### src/rtl/eia_pkg.sv
// eia_pkg: field positions of the core status register that the acceptance
// logic reads, and the busy-gate state type.
// Assumes a 32-bit status register with the layout given below.
package eia_pkg;
    localparam int STAT_W     = 32;
    localparam int ST_PIE     = 0;   // interrupt enable
    localparam int ST_IL_LO   = 4;   // current level, 6 bits
    localparam int ST_CRS_LO  = 10;  // current register set, 6 bits
    localparam int ST_NMI     = 22;  // nonmaskable handler active
    localparam int ST_RSIE    = 23;  // same-set re-entry enable
    localparam int ST_FIELD_W = 6;

    typedef enum logic {
        G_IDLE = 1'b0,
        G_BUSY = 1'b1
    } gate_e;
endpackage

### src/rtl/eia_decide.sv
// eia_decide: combinational acceptance rule for one external request.
// The nonmaskable flag overrides every maskable test. For a maskable request,
// the enable, the strict level compare and the register-set / re-entry test
// are applied in turn. Assumes the status fields arrive already sliced.
module eia_decide #(
    parameter int LVL_W = 6,
    parameter int RS_W  = 6
) (
    input  logic             clk,
    input  logic             rst_n,
    input  logic             req_nmi,
    input  logic [LVL_W-1:0] req_level,
    input  logic [RS_W-1:0]  req_rset,
    input  logic             st_pie,
    input  logic [LVL_W-1:0] st_il,
    input  logic [RS_W-1:0]  st_crs,
    input  logic             st_nmi,
    input  logic             st_rsie,
    output logic             grant_ok
);
    // Priority chain: nonmaskable, enable, level, register set.
    always_comb begin
        if (req_nmi)                    grant_ok = !st_nmi;
        else if (!st_pie)               grant_ok = 1'b0;
        else if (req_level <= st_il)    grant_ok = 1'b0;
        else if (req_rset != st_crs)    grant_ok = 1'b1;
        else                            grant_ok = st_rsie;
    end

    p_nmi_override_r2: assert property (@(posedge clk) disable iff (!rst_n)
        req_nmi |-> (grant_ok == !st_nmi));
    p_pie_block_r3: assert property (@(posedge clk) disable iff (!rst_n)
        (!req_nmi && !st_pie) |-> !grant_ok);
    p_level_strict_r4: assert property (@(posedge clk) disable iff (!rst_n)
        (!req_nmi && (req_level <= st_il)) |-> !grant_ok);
    p_same_set_r6: assert property (@(posedge clk) disable iff (!rst_n)
        (!req_nmi && (req_rset == st_crs) && !st_rsie) |-> !grant_ok);
    p_other_set_r5: assert property (@(posedge clk) disable iff (!rst_n)
        (!req_nmi && st_pie && (req_level > st_il) && (req_rset != st_crs)) |-> grant_ok);
endmodule

### src/rtl/eia_gate.sv
// eia_gate: turns a granted, valid request into a one-cycle accept pulse
// and blocks further accepts until the entry unit reports done.
// Assumes svc_done is meaningful only while busy; when idle it is ignored.
module eia_gate
    import eia_pkg::*;
(
    input  logic clk,
    input  logic rst_n,
    input  logic req_valid,
    input  logic grant_ok,
    input  logic svc_done,
    output logic take,
    output logic acc_pulse,
    output logic busy
);
    gate_e state_q;

    // Accept only a valid, granted request while idle.
    always_comb take = req_valid && grant_ok && (state_q == G_IDLE);

    // Busy tracking: set on accept, cleared by done.
    always_ff @(posedge clk) begin
        if (!rst_n)                                    state_q <= G_IDLE;
        else if (take)                                 state_q <= G_BUSY;
        else if (svc_done && state_q == G_BUSY)        state_q <= G_IDLE;
    end

    // Registered accept strobe.
    always_ff @(posedge clk) begin
        if (!rst_n) acc_pulse <= 1'b0;
        else        acc_pulse <= take;
    end

    always_comb busy = (state_q == G_BUSY);

    p_single_pulse_r7: assert property (@(posedge clk) disable iff (!rst_n)
        acc_pulse |=> !acc_pulse);
    p_no_accept_busy_r8: assert property (@(posedge clk) disable iff (!rst_n)
        busy |=> !acc_pulse);
    p_busy_holds_r8: assert property (@(posedge clk) disable iff (!rst_n)
        (busy && !svc_done) |=> busy);
    p_pulse_sets_busy_r7: assert property (@(posedge clk) disable iff (!rst_n)
        acc_pulse |-> busy);
endmodule

### src/rtl/eia_capture.sv
// eia_capture: holds the accepted request fields for the entry unit.
// Loads on the accept decision and otherwise keeps its contents.
module eia_capture #(
    parameter int ADDR_W = 32,
    parameter int LVL_W  = 6,
    parameter int RS_W   = 6
) (
    input  logic              clk,
    input  logic              rst_n,
    input  logic              load,
    input  logic [ADDR_W-1:0] in_handler,
    input  logic [LVL_W-1:0]  in_level,
    input  logic [RS_W-1:0]   in_rset,
    input  logic              in_nmi,
    output logic [ADDR_W-1:0] out_handler,
    output logic [LVL_W-1:0]  out_level,
    output logic [RS_W-1:0]   out_rset,
    output logic              out_nmi
);
    // Request latch, cleared by reset.
    always_ff @(posedge clk) begin
        if (!rst_n) begin
            out_handler <= '0;
            out_level   <= '0;
            out_rset    <= '0;
            out_nmi     <= 1'b0;
        end else if (load) begin
            out_handler <= in_handler;
            out_level   <= in_level;
            out_rset    <= in_rset;
            out_nmi     <= in_nmi;
        end
    end

    p_hold_fields_r8: assert property (@(posedge clk) disable iff (!rst_n)
        !load |=> ($stable(out_handler) && $stable(out_level) &&
                   $stable(out_rset) && $stable(out_nmi)));
    p_load_fields_r7: assert property (@(posedge clk) disable iff (!rst_n)
        load |=> (out_handler == $past(in_handler) && out_level == $past(in_level)));
endmodule

### src/rtl/ext_irq_accept.sv
// ext_irq_accept: decides whether the core takes a request from the external
// interrupt controller, pulses accept for one cycle and latches the request.
// Assumes cur_status is the live status register, stable within a cycle.
module ext_irq_accept
    import eia_pkg::*;
#(
    parameter int ADDR_W = 32,
    parameter int LVL_W  = ST_FIELD_W,
    parameter int RS_W   = ST_FIELD_W
) (
    input  logic              clk,
    input  logic              rst_n,
    input  logic              req_valid,
    input  logic [LVL_W-1:0]  req_level,
    input  logic [RS_W-1:0]   req_rset,
    input  logic              req_nmi,
    input  logic [ADDR_W-1:0] req_handler,
    input  logic [STAT_W-1:0] cur_status,
    input  logic              svc_done,
    output logic              acc_pulse,
    output logic [ADDR_W-1:0] acc_handler,
    output logic [LVL_W-1:0]  acc_level,
    output logic [RS_W-1:0]   acc_rset,
    output logic              acc_nmi
);
    localparam int IL_HI  = ST_IL_LO + LVL_W - 1;
    localparam int CRS_HI = ST_CRS_LO + RS_W - 1;

    logic grant_ok;
    logic take;
    logic busy;
    logic unused_status_bits;

    // Status bits that play no part in acceptance.
    assign unused_status_bits = ^{cur_status[ST_IL_LO-1:ST_PIE+1],
                                  cur_status[ST_NMI-1:CRS_HI+1],
                                  cur_status[STAT_W-1:ST_RSIE+1], busy};

    eia_decide #(.LVL_W(LVL_W), .RS_W(RS_W)) u_decide (
        .clk       (clk),
        .rst_n     (rst_n),
        .req_nmi   (req_nmi),
        .req_level (req_level),
        .req_rset  (req_rset),
        .st_pie    (cur_status[ST_PIE]),
        .st_il     (cur_status[IL_HI:ST_IL_LO]),
        .st_crs    (cur_status[CRS_HI:ST_CRS_LO]),
        .st_nmi    (cur_status[ST_NMI]),
        .st_rsie   (cur_status[ST_RSIE]),
        .grant_ok  (grant_ok)
    );

    eia_gate u_gate (
        .clk       (clk),
        .rst_n     (rst_n),
        .req_valid (req_valid),
        .grant_ok  (grant_ok),
        .svc_done  (svc_done),
        .take      (take),
        .acc_pulse (acc_pulse),
        .busy      (busy)
    );

    eia_capture #(.ADDR_W(ADDR_W), .LVL_W(LVL_W), .RS_W(RS_W)) u_capture (
        .clk         (clk),
        .rst_n       (rst_n),
        .load        (take),
        .in_handler  (req_handler),
        .in_level    (req_level),
        .in_rset     (req_rset),
        .in_nmi      (req_nmi),
        .out_handler (acc_handler),
        .out_level   (acc_level),
        .out_rset    (acc_rset),
        .out_nmi     (acc_nmi)
    );

    p_idle_line_r9: assert property (@(posedge clk) disable iff (!rst_n)
        !req_valid |=> !acc_pulse);
endmodule

### config.mk
export PLATFORM = sky130hd
export DESIGN_NAME = ext_irq_accept
export DESIGN_NICKNAME = d
export VERILOG_FILES = /design/src/rtl/eia_pkg.sv /design/src/rtl/eia_decide.sv /design/src/rtl/eia_gate.sv /design/src/rtl/eia_capture.sv /design/src/rtl/ext_irq_accept.sv
export SDC_FILE = /design/constraint.sdc
export NUM_CORES = 1
export LEC_CHECK = 0
export ABC_AREA = 1
export BUFFER_PORTS_ARGS = -buffer_cell sky130_fd_sc_hd__buf_2
export CAP_MARGIN = 20
export CELL_PAD_IN_SITES_DETAIL_PLACEMENT = 1
export CELL_PAD_IN_SITES_GLOBAL_PLACEMENT = 2
export CORE_MARGIN = 4
export CORE_UTILIZATION = 22
export DETAILED_ROUTE_END_ITERATION = 6
export GPL_ROUTABILITY_DRIVEN = 0
export PLACE_DENSITY = 0.87
export SLEW_MARGIN = 10
export SYNTH_ARGS = -nofsm -noshare
export SYNTH_HDL_FRONTEND = slang
export SYNTH_SLANG_ARGS = --single-unit
### constraint.sdc
create_clock -name clk -period 4.7 [get_ports clk]
set_input_delay 1.41 -clock clk [delete_from_list [all_inputs] [get_ports clk]]
set_output_delay 1.41 -clock clk [all_outputs]
set_load 0.005 [all_outputs]
After elaboration in Yosys (flattened, before gate mapping):

Index checks and enable logic that the tools add are counted.

* bits in registers: 47
* input port bits: 81

* $lt $le $gt $ge: 1
* bitwise operators: 1
* mux-type cells: 6
* equal/unequal tests: 1
* reductions and logical operators: 5

Operators by type and width (count)
* $le A6 B6 Y1: 1
* $mux W1: 6
* $ne A6 B6 Y1: 1
* $logic_and A1 B1 Y1: 3
* $reduce_bool A2 Y1: 1
* $logic_not A1 Y1: 1
* $not A1 Y1: 1

Logic depth before layout (Yosys ltp):

Gate-level depths: netlist of run 1.

* word-level depth: 8
* depth in mapped cells: 12

Hierarchy:

Synthesis of run 1 repeated with hierarchy kept, for this count alone.

* cell total of the unflattened synthesis: 353
* area total of the unflattened synthesis: 2249.7 µm²

By module, submodules not included
* eia_capture: seq. area each 900.9 µm², instances 1, area an instance 1880.6 µm², cells each 285
* eia_decide: seq. area each 0.0 µm², instances 1, area an instance 294.0 µm², cells each 58
* eia_gate: seq. area each 40.0 µm², instances 1, area an instance 75.1 µm², cells each 10

Least setup slack after synthesis of run 1:

Ideal clock, no wire load.

* kind: input -> register
* from: input port cur_status[9]
* to: register u_capture.out_handler[10]
* arrival time: 2563 ps
* data required time: 4587 ps
* slack: 2024 ps
* setup time: 113 ps
* path buffers: 2
* cell stages on the path: 11
* path through: inv_1 -> ha_1 -> nand2_1 -> nor3_1 -> nor2_1 -> nand3_2 -> nand2_2 -> buf_6 -> buf_6 -> nor2_1 -> nor2_1

* longest elaborated chain between the ends: 6

RTL lines
* start, declared: RTL line ext_irq_accept.sv:18 `input logic [STAT_W-1:0] cur_status,`
* $le A6 B6 Y1: RTL line eia_decide.sv:25 `else if (req_level <= st_il) grant_ok = 1'b0;`
* $mux W1: RTL line eia_decide.sv:25
* $mux W1: RTL line eia_decide.sv:24 `else if (!st_pie) grant_ok = 1'b0;`
* $mux W1: RTL line eia_decide.sv:23 `if (req_nmi) grant_ok = !st_nmi;`
* $logic_and A1 B1 Y1 (2 in series): RTL line eia_gate.sv:19 `always_comb take = req_valid && grant_ok && (state_q == G_IDLE);`
* end signal, assigned: RTL line eia_capture.sv:28 `out_handler <= in_handler;`
* end, declared: RTL line eia_capture.sv:15 `output logic [ADDR_W-1:0] out_handler,`

No other way between the ends.
A chain may end at the register's enable or synchronous reset.

Worst setup path after layout of run 1:

* from: input port req_level[5]
* to: register u_capture.out_handler[28]

* longest elaborated chain between the ends: 6

RTL lines
* start, declared: RTL line ext_irq_accept.sv:14 `input logic [LVL_W-1:0] req_level,`
* $le A6 B6 Y1: RTL line eia_decide.sv:25
* $mux W1: RTL line eia_decide.sv:25
* $mux W1: RTL line eia_decide.sv:24
* $mux W1: RTL line eia_decide.sv:23
* $logic_and A1 B1 Y1 (2 in series): RTL line eia_gate.sv:19

No other way between the ends.

==> results of run 1 <==
[per-layer routing]
metal / up-vias / wire [µm]
met2: 60 / 2990
li1: 1192 / -
met4: 0 / 78
met3: 5 / 388
met1: 980 / 2490
met5: - / 0
[area by class of cell]
class / count / share of cell area, %
Inverter: 59 / 7.63
Tap cell: 129 / 5.56
Clock inverter: 2 / 0.431
Multi-Input combinational cell: 225 / 32.0
Clock buffer: 6 / 2.50
Timing Repair Buffer: 110 / 19.5
Sequential cell: 47 / 32.4
[logic make-up (layout without fill, tap and decap cells)]
group / after synthesis / count (layout) / share of synthesized area (%)
adders and majority gates: 6 / 6 / 3.46
DFF: 47 / 47 / 43.4
AOI/OAI and AO/OA: 7 / 7 / 1.85
and+or+nand+nor: 212 / 212 / 37.6
buffers and inverters: 73 / 177 / 13.7
[per-stage QoR]
stage | worst slack [ns] | instance area (µm²) | hold WS [ns] | power [mW] | std cells
after floorplan | 2.02 | 2170 | 0.456 | 0.574 | 345
after global placement | 1.19 | 2820 | 0.450 | 0.654 | 570
after detailed placement | 1.12 | 2820 | 0.461 | 0.662 | 570
after CTS | 1.44 | 2900 | 0.472 | 0.910 | 578
after global routing | 1.22 | 2900 | 0.491 | 0.962 | 578
final | 1.48 | 2900 | 0.473 | 0.883 | 578
[worst max-delay path: cells and delay by family]
kind / cells / cell delay (ns)
simple gates: 8 / 1.22
fa+ha+maj: 1 / 0.28
buf+inv: 2 / 0.49
[synthesized netlist by cell type (all sizes together)]
cell type	number	share of area, %
ha	6	3.5
nand3	4	1.2
nor3	1	0.23
clkbuf	1	0.17
o21bai	2	0.69
o21ai	2	0.46
nand4	2	0.58
a21oi	3	0.69
dfxtp	47	43
inv	59	10
nand2	108	19
nor2	97	17
buf	13	3.3
[state kept, by name, indices dropped and copies added, names as in the netlist]
signal,count
u_gate.busy,1
u_capture.out_level,6
u_capture.out_nmi,1
u_capture.out_handler,32
u_gate.acc_pulse,1
u_capture.out_rset,6
[worst paths after layout]
kind,startpoint,end,slack (ns)
max,req_level[5],u_capture.out_handler[28],1.48
min,u_capture.out_nmi,u_capture.out_nmi,0.47
max reg2reg,u_gate.busy,u_capture.out_handler[28],2.71
min reg2reg,u_capture.out_nmi,u_capture.out_nmi,0.47
[power by group]
group	switching [mW]	total [mW]	internal, mW
clock	0.133	0.237	0.104
combinational	0.106	0.192	0.0869
sequential	0.0173	0.453	0.436
total	0.256	0.883	0.627
==> impl_metrics.csv, run 1 <==
group,metric,value,unit
setup_path,crit_type,"input port to flop",
setup_path,reg2regPathDepth,9,
global_routing,antenna_found_initial,0,
clock_tree,clock_sinks,47,
global_routing,overflow,0,
synthesis,synth-seq-cells,47,
die,die_area,11500,µm²
setup_path,cp-end-kind,"flop",
detailed_routing,vias,2237,
setup_path,cp.arrival,3.44,ns
setup_path,cpPeakStageDelay,0.44,ns
worst_hold_path,hold_path_depth,2,
detailed_routing,wire_per_inst,10.3,µm
clock_tree,cts_buffers,5,
cells_and_area,layout-drive-gt1-share,26.5,%
timing,tns,0,ns
die,die_h,107,µm
detailed_routing,wl,5950,µm
cells_and_area,area_growth,33.9,%
setup_path,cp_cell_sequence,"buf_2 > ha_1 > nand2_1 > nor3_1 > nor2_1 > nand3_2 > nand2_2 > buf_12 > nand2_1 > nand2_1 > nor2_1",
clock_tree,clockBufferDepth,2,
timing,max_clock_freq,311,MHz
place,numPortBuffers,109,
die,rows,35,
detailed_routing,ant_nets,0,
cells_and_area,utilization,30.8,%
global_routing,grt_pass1_wl,10000,µm
clock_tree,cts_hold_buf,0,
timing,skew,0.0119,ns
timing,relSlewSlack,42.3,%
die,core,9420,µm²
detailed_routing,drc,0,
detailed_routing,vias_per_cell,3.87,
cells_and_area,nFillCells,1258,
clock_tree,cts_root_buf,"clkbuf_8",
setup_path,cpMostUsedCell,"nand2_1",
synthesis,synth.cell_area,2170,µm²
detailed_routing,drt_iter0_markers,38,
synthesis,syn_nets,432,
global_routing,grt_use_met3,2.82,%
clock_tree,postCtsSetupRepairBufs,0,
synthesis,avgSynthCellArea,6.29,µm²
global_routing,grt_max_degree,51,
cells_and_area,final_cell_mix,"buf_2 (109), nand2_1 (107), nor2_1 (97), inv_1 (59), dfxtp_1 (47)",
timing,finalHoldViolCount,0,
run_status,status,"complete, no violations",
synthesis,synth_cell_types,18,
timing,rsz0062_at_grt,"no",
setup_path,start_kind,"input port",
global_routing,grtUsageMet2,19.3,%
die,dieWidth,107,µm
setup_path,critical_path.max_fanout,50,
detailed_routing,first_pass_iters,2,
clock_tree,cts_max_level,2,
power_and_ir_drop,leakagePower,1.73,nW
cells_and_area,nets,535,
global_routing,grt_pass1_vias,2204,
clock_tree,cts_tree,"built",
worst_hold_path,hold_class,"flop to flop",
global_routing,grt_use_total,10.8,%
clock_tree,clk_latency,0.29,ns
place,hpwl,4650,µm
global_routing,grt_busiest_layer,"met2",
die,start_util,23.0,%
die,ios,127,
synthesis,seq_area_frac_synth,43.4,%
cells_and_area,diodes,0,
global_routing,grt_use_met1,12.4,%
timing,setup_viol_count_final,0,
cells_and_area,multi_input_area,930,µm²
synthesis,yosysWarnings,0,
job,drv_cap,0,
cells_and_area,final_common_cell,"buf_2",
power_and_ir_drop,powerDensity,304,nW/µm²
timing,worstMarginPinSlew,0.865,ns
cells_and_area,final-seq-area,941,µm²
timing,fin_crit_sh,68.4,%
setup_path,crit_path_top_delay_cell,"nand2_2",
power_and_ir_drop,vdd_drop_max,0.0000950,V
clock_tree,clkTransAtPathRegs,0.09,ns
timing,min_period,3.22,ns
timing,drv_slew,0,
synthesis,syn_inst,345,
setup_path,worstPathRequired,4.92,ns
clock_tree,post_cts_resized,0,
No activity file was read; power rests on OpenSTA's default activity.
==> run 2: changes to the inputs <==
--- a/config.mk
+++ b/config.mk
@@ -5,16 +5,16 @@
 export SDC_FILE = /design/constraint.sdc
 export NUM_CORES = 1
 export LEC_CHECK = 0
-export ABC_AREA = 1
+export ABC_AREA = 0
 export BUFFER_PORTS_ARGS = -buffer_cell sky130_fd_sc_hd__buf_2
 export CAP_MARGIN = 20
 export CELL_PAD_IN_SITES_DETAIL_PLACEMENT = 1
 export CELL_PAD_IN_SITES_GLOBAL_PLACEMENT = 2
 export CORE_MARGIN = 4
-export CORE_UTILIZATION = 22
+export CORE_UTILIZATION = 21
 export DETAILED_ROUTE_END_ITERATION = 6
 export GPL_ROUTABILITY_DRIVEN = 0
-export PLACE_DENSITY = 0.87
+export PLACE_DENSITY = 0.78
 export SLEW_MARGIN = 10
 export SYNTH_ARGS = -nofsm -noshare
 export SYNTH_HDL_FRONTEND = slang
==> constraint.sdc (replaced) <==
create_clock -name clk -period 2.9 [get_ports clk]
set_input_delay 0.87 -clock clk [delete_from_list [all_inputs] [get_ports clk]]
set_output_delay 0.87 -clock clk [all_outputs]
set_load 0.005 [all_outputs]
==> impl_metrics.csv, run 2 <==
group,metric,value,unit
global_routing,grt_pass1_wl,9630,µm
cells_and_area,nets,424,
place,dp_slack,-0.213,ns
clock_tree,cts_max_level,2,
die,die_h,109,µm
cells_and_area,utilization,28.8,%
timing,drv_slew,0,
cells_and_area,nFillCells,1187,
global_routing,grt_max_degree,92,
synthesis,synth_common_cells,"nand2_1 (92), dfxtp_1 (47), mux2i_1 (44)",
cells_and_area,layout-drive-gt1-share,35.5,%
detailed_routing,drc,0,
place,hpwl,4460,µm
worst_hold_path,hold_class,"flop to flop",
setup_path,start_kind,"input port",
synthesis,avgSynthCellArea,9.15,µm²
timing,finalHoldViolCount,0,
setup_path,worstPathRequired,3.13,ns
run_status,status,"complete, no violations",
detailed_routing,vias_per_cell,4.08,
timing,rsz0062_at_grt,"no",
clock_tree,clk_latency,0.30,ns
global_routing,antenna_found_initial,0,
detailed_routing,wl,6290,µm
global_routing,grt_pass1_vias,1959,
die,die_area,11900,µm²
detailed_routing,drt_iter0_markers,48,
synthesis,synth_top_area_cell,"dfxtp_1",
timing,relSlewSlack,38.3,%
synthesis,yosys-top-cells-area,"dfxtp_1 (44%), mux2i_1 (21%), nand2_1 (16%)",
die,ios,127,
synthesis,seq_area_frac_synth,44.0,%
clock_tree,cts_tree,"built",
clock_tree,clockBufferDepth,2,
setup_path,crit_type,"input port to flop",
setup_path,reg2regPathDepth,4,
cells_and_area,largestRegisters,"u_capture.out_handler (32), u_capture.out_level (6), u_capture.out_rset (6)",
cells_and_area,largest_register_ffs,32,
power_and_ir_drop,leakagePower,1.61,nW
synthesis,synth_cell_types,22,
detailed_routing,wire_per_inst,13.4,µm
synthesis,synth.cell_area,2140,µm²
place,numPortBuffers,109,
die,dieWidth,109,µm
setup_path,critical_path.max_fanout,23,
cells_and_area,final_cell_mix,"buf_2 (109), nand2_1 (92), dfxtp_1 (47), mux2i_1 (44), inv_1 (9)",
timing,setup_slack,0.230,ns
cells_and_area,final-seq-area,941,µm²
clock_tree,cts_root_buf,"clkbuf_8",
setup_path,regToRegSetupSlack,1.11,ns
synthesis,synth-seq-cells,47,
power_and_ir_drop,vdd_drop_max,0.000149,V
cells_and_area,final_common_cell,"buf_2",
worst_hold_path,hold_path_depth,2,
cells_and_area,diodes,0,
die,rows,36,
timing,fin_crit_sh,92.1,%
synthesis,synth-edff-count,0,
cells_and_area,multi_input_area,1040,µm²
setup_path,cp-end-kind,"flop",
timing,worstMarginPinSlew,0.926,ns
synthesis,async_flop_share,0,%
global_routing,overflow,0,
power_and_ir_drop,powerDensity,488,nW/µm²
synthesis,synth_top_cell_area_share,44.0,%
synthesis,syn_inst,234,
die,start_util,21.7,%
synthesis,ys.flop_type,"dfxtp_1",
timing,skew,0.00418,ns
synthesis,yosysWarnings,0,
detailed_routing,first_pass_iters,4,
timing,setup_viol_count_final,0,
detailed_routing,vias,1921,
cells_and_area,top_register,"u_capture.out_handler",
cells_and_area,area_growth,32.9,%
synthesis,syn_nets,321,
detailed_routing,ant_nets,0,
global_routing,grt_use_total,10.5,%
timing,max_clock_freq,374,MHz
clock_tree,cts_buffers,5,
synthesis,yosysMostFrequentCell,"nand2_1",
setup_path,cp.arrival,2.90,ns
clock_tree,clock_sinks,47,
timing,min_period,2.67,ns
job,drv_cap,0,
die,core,9860,µm²
clock_tree,clkTransAtPathRegs,0.09,ns
==> run 2: timing repair <==
item | 4_1_cts | 5_1_grt
gates resized for setup | 0 | 0
buffers inserted | 0 | 0
setup endpoints to repair | 0 | 11
hold buffers | 0 | 0
endpoints found under the hold margin | 0 | 0
==> run 2: stage by stage <==
| stage | power [mW] | hold slack, ns | instances | area (µm²) | TNS (ns) |
|---|---|---|---|---|---|
| 3_5_place_dp | 0.960 | 0.452 | 462 | 2740 | -7.91 |
| 3_3_place_gp | 0.951 | 0.442 | 462 | 2740 | -6.44 |
| 6_report | 1.39 | 0.461 | 471 | 2850 | 0 |
| 2_1_floorplan | 0.865 | 0.448 | 234 | 2140 | 0 |
| 4_1_cts | 1.43 | 0.465 | 470 | 2840 | 0 |
| 5_1_grt | 1.48 | 0.494 | 471 | 2850 | 0 |
==> run 2: critical path: stages <==
cell and delay [ns]:
buf_2 0.12, xor2_1 0.15, nor4_1 0.43, a41o_1 0.30
o21ba_2 0.75, mux2i_1 0.27
==> run 2: worst paths after layout <==
| check | start | endpoint |
|---|---|---|
| setup / recovery | req_rset[0] | u_capture.out_level[1] |
| hold / removal | u_capture.out_rset[3] | u_capture.out_rset[3] |
| setup reg to reg | u_gate.busy | u_capture.out_level[1] |
| hold reg to reg | u_capture.out_rset[3] | u_capture.out_rset[3] |
==> run 2: power by group <==
group / leakage [nW] / internal (mW) / switching (mW) / total (mW)
registers: 0.383 / 0.684 / 0.0176 / 0.701
logic: 1.17 / 0.118 / 0.122 / 0.239
clock network: 0.0515 / 0.218 / 0.229 / 0.447
==> run 2: cell type report <==
class / count / area share [%]
clock buffer: 8 / 3.52
inverter: 9 / 1.19
multi-input combinational: 164 / 36.5
sequential: 47 / 33.1
tap: 133 / 5.85
timing repair buffer: 110 / 19.9
==> run 2: cells by family after synthesis <==
logic type                 after synthesis  share of synthesized area (%)
xor gates and xnor gates                 6                           2.46
buffers and inverters                   24                           8.01
DFF                                     47                           44.0
muxes                                   44                           20.6
AOI/OAI and AO/OA                        9                           3.62
adders and majority gates                6                           3.51
and+or+nand+nor                         98                           17.9
==> run 2: metal layers <==
layer | GRT usage, % | share of wire, % | wire length [µm] | vias to the layer above
met2 | 17.7 | 48 | 2990 | 68
met4 | 3.34 | 1.6 | 102 | 0
met5 | 0 | 0 | 0 | -
met1 | 12.3 | 43 | 2690 | 884
li1 | - | - | - | 962
met3 | 3.79 | 8.0 | 502 | 7
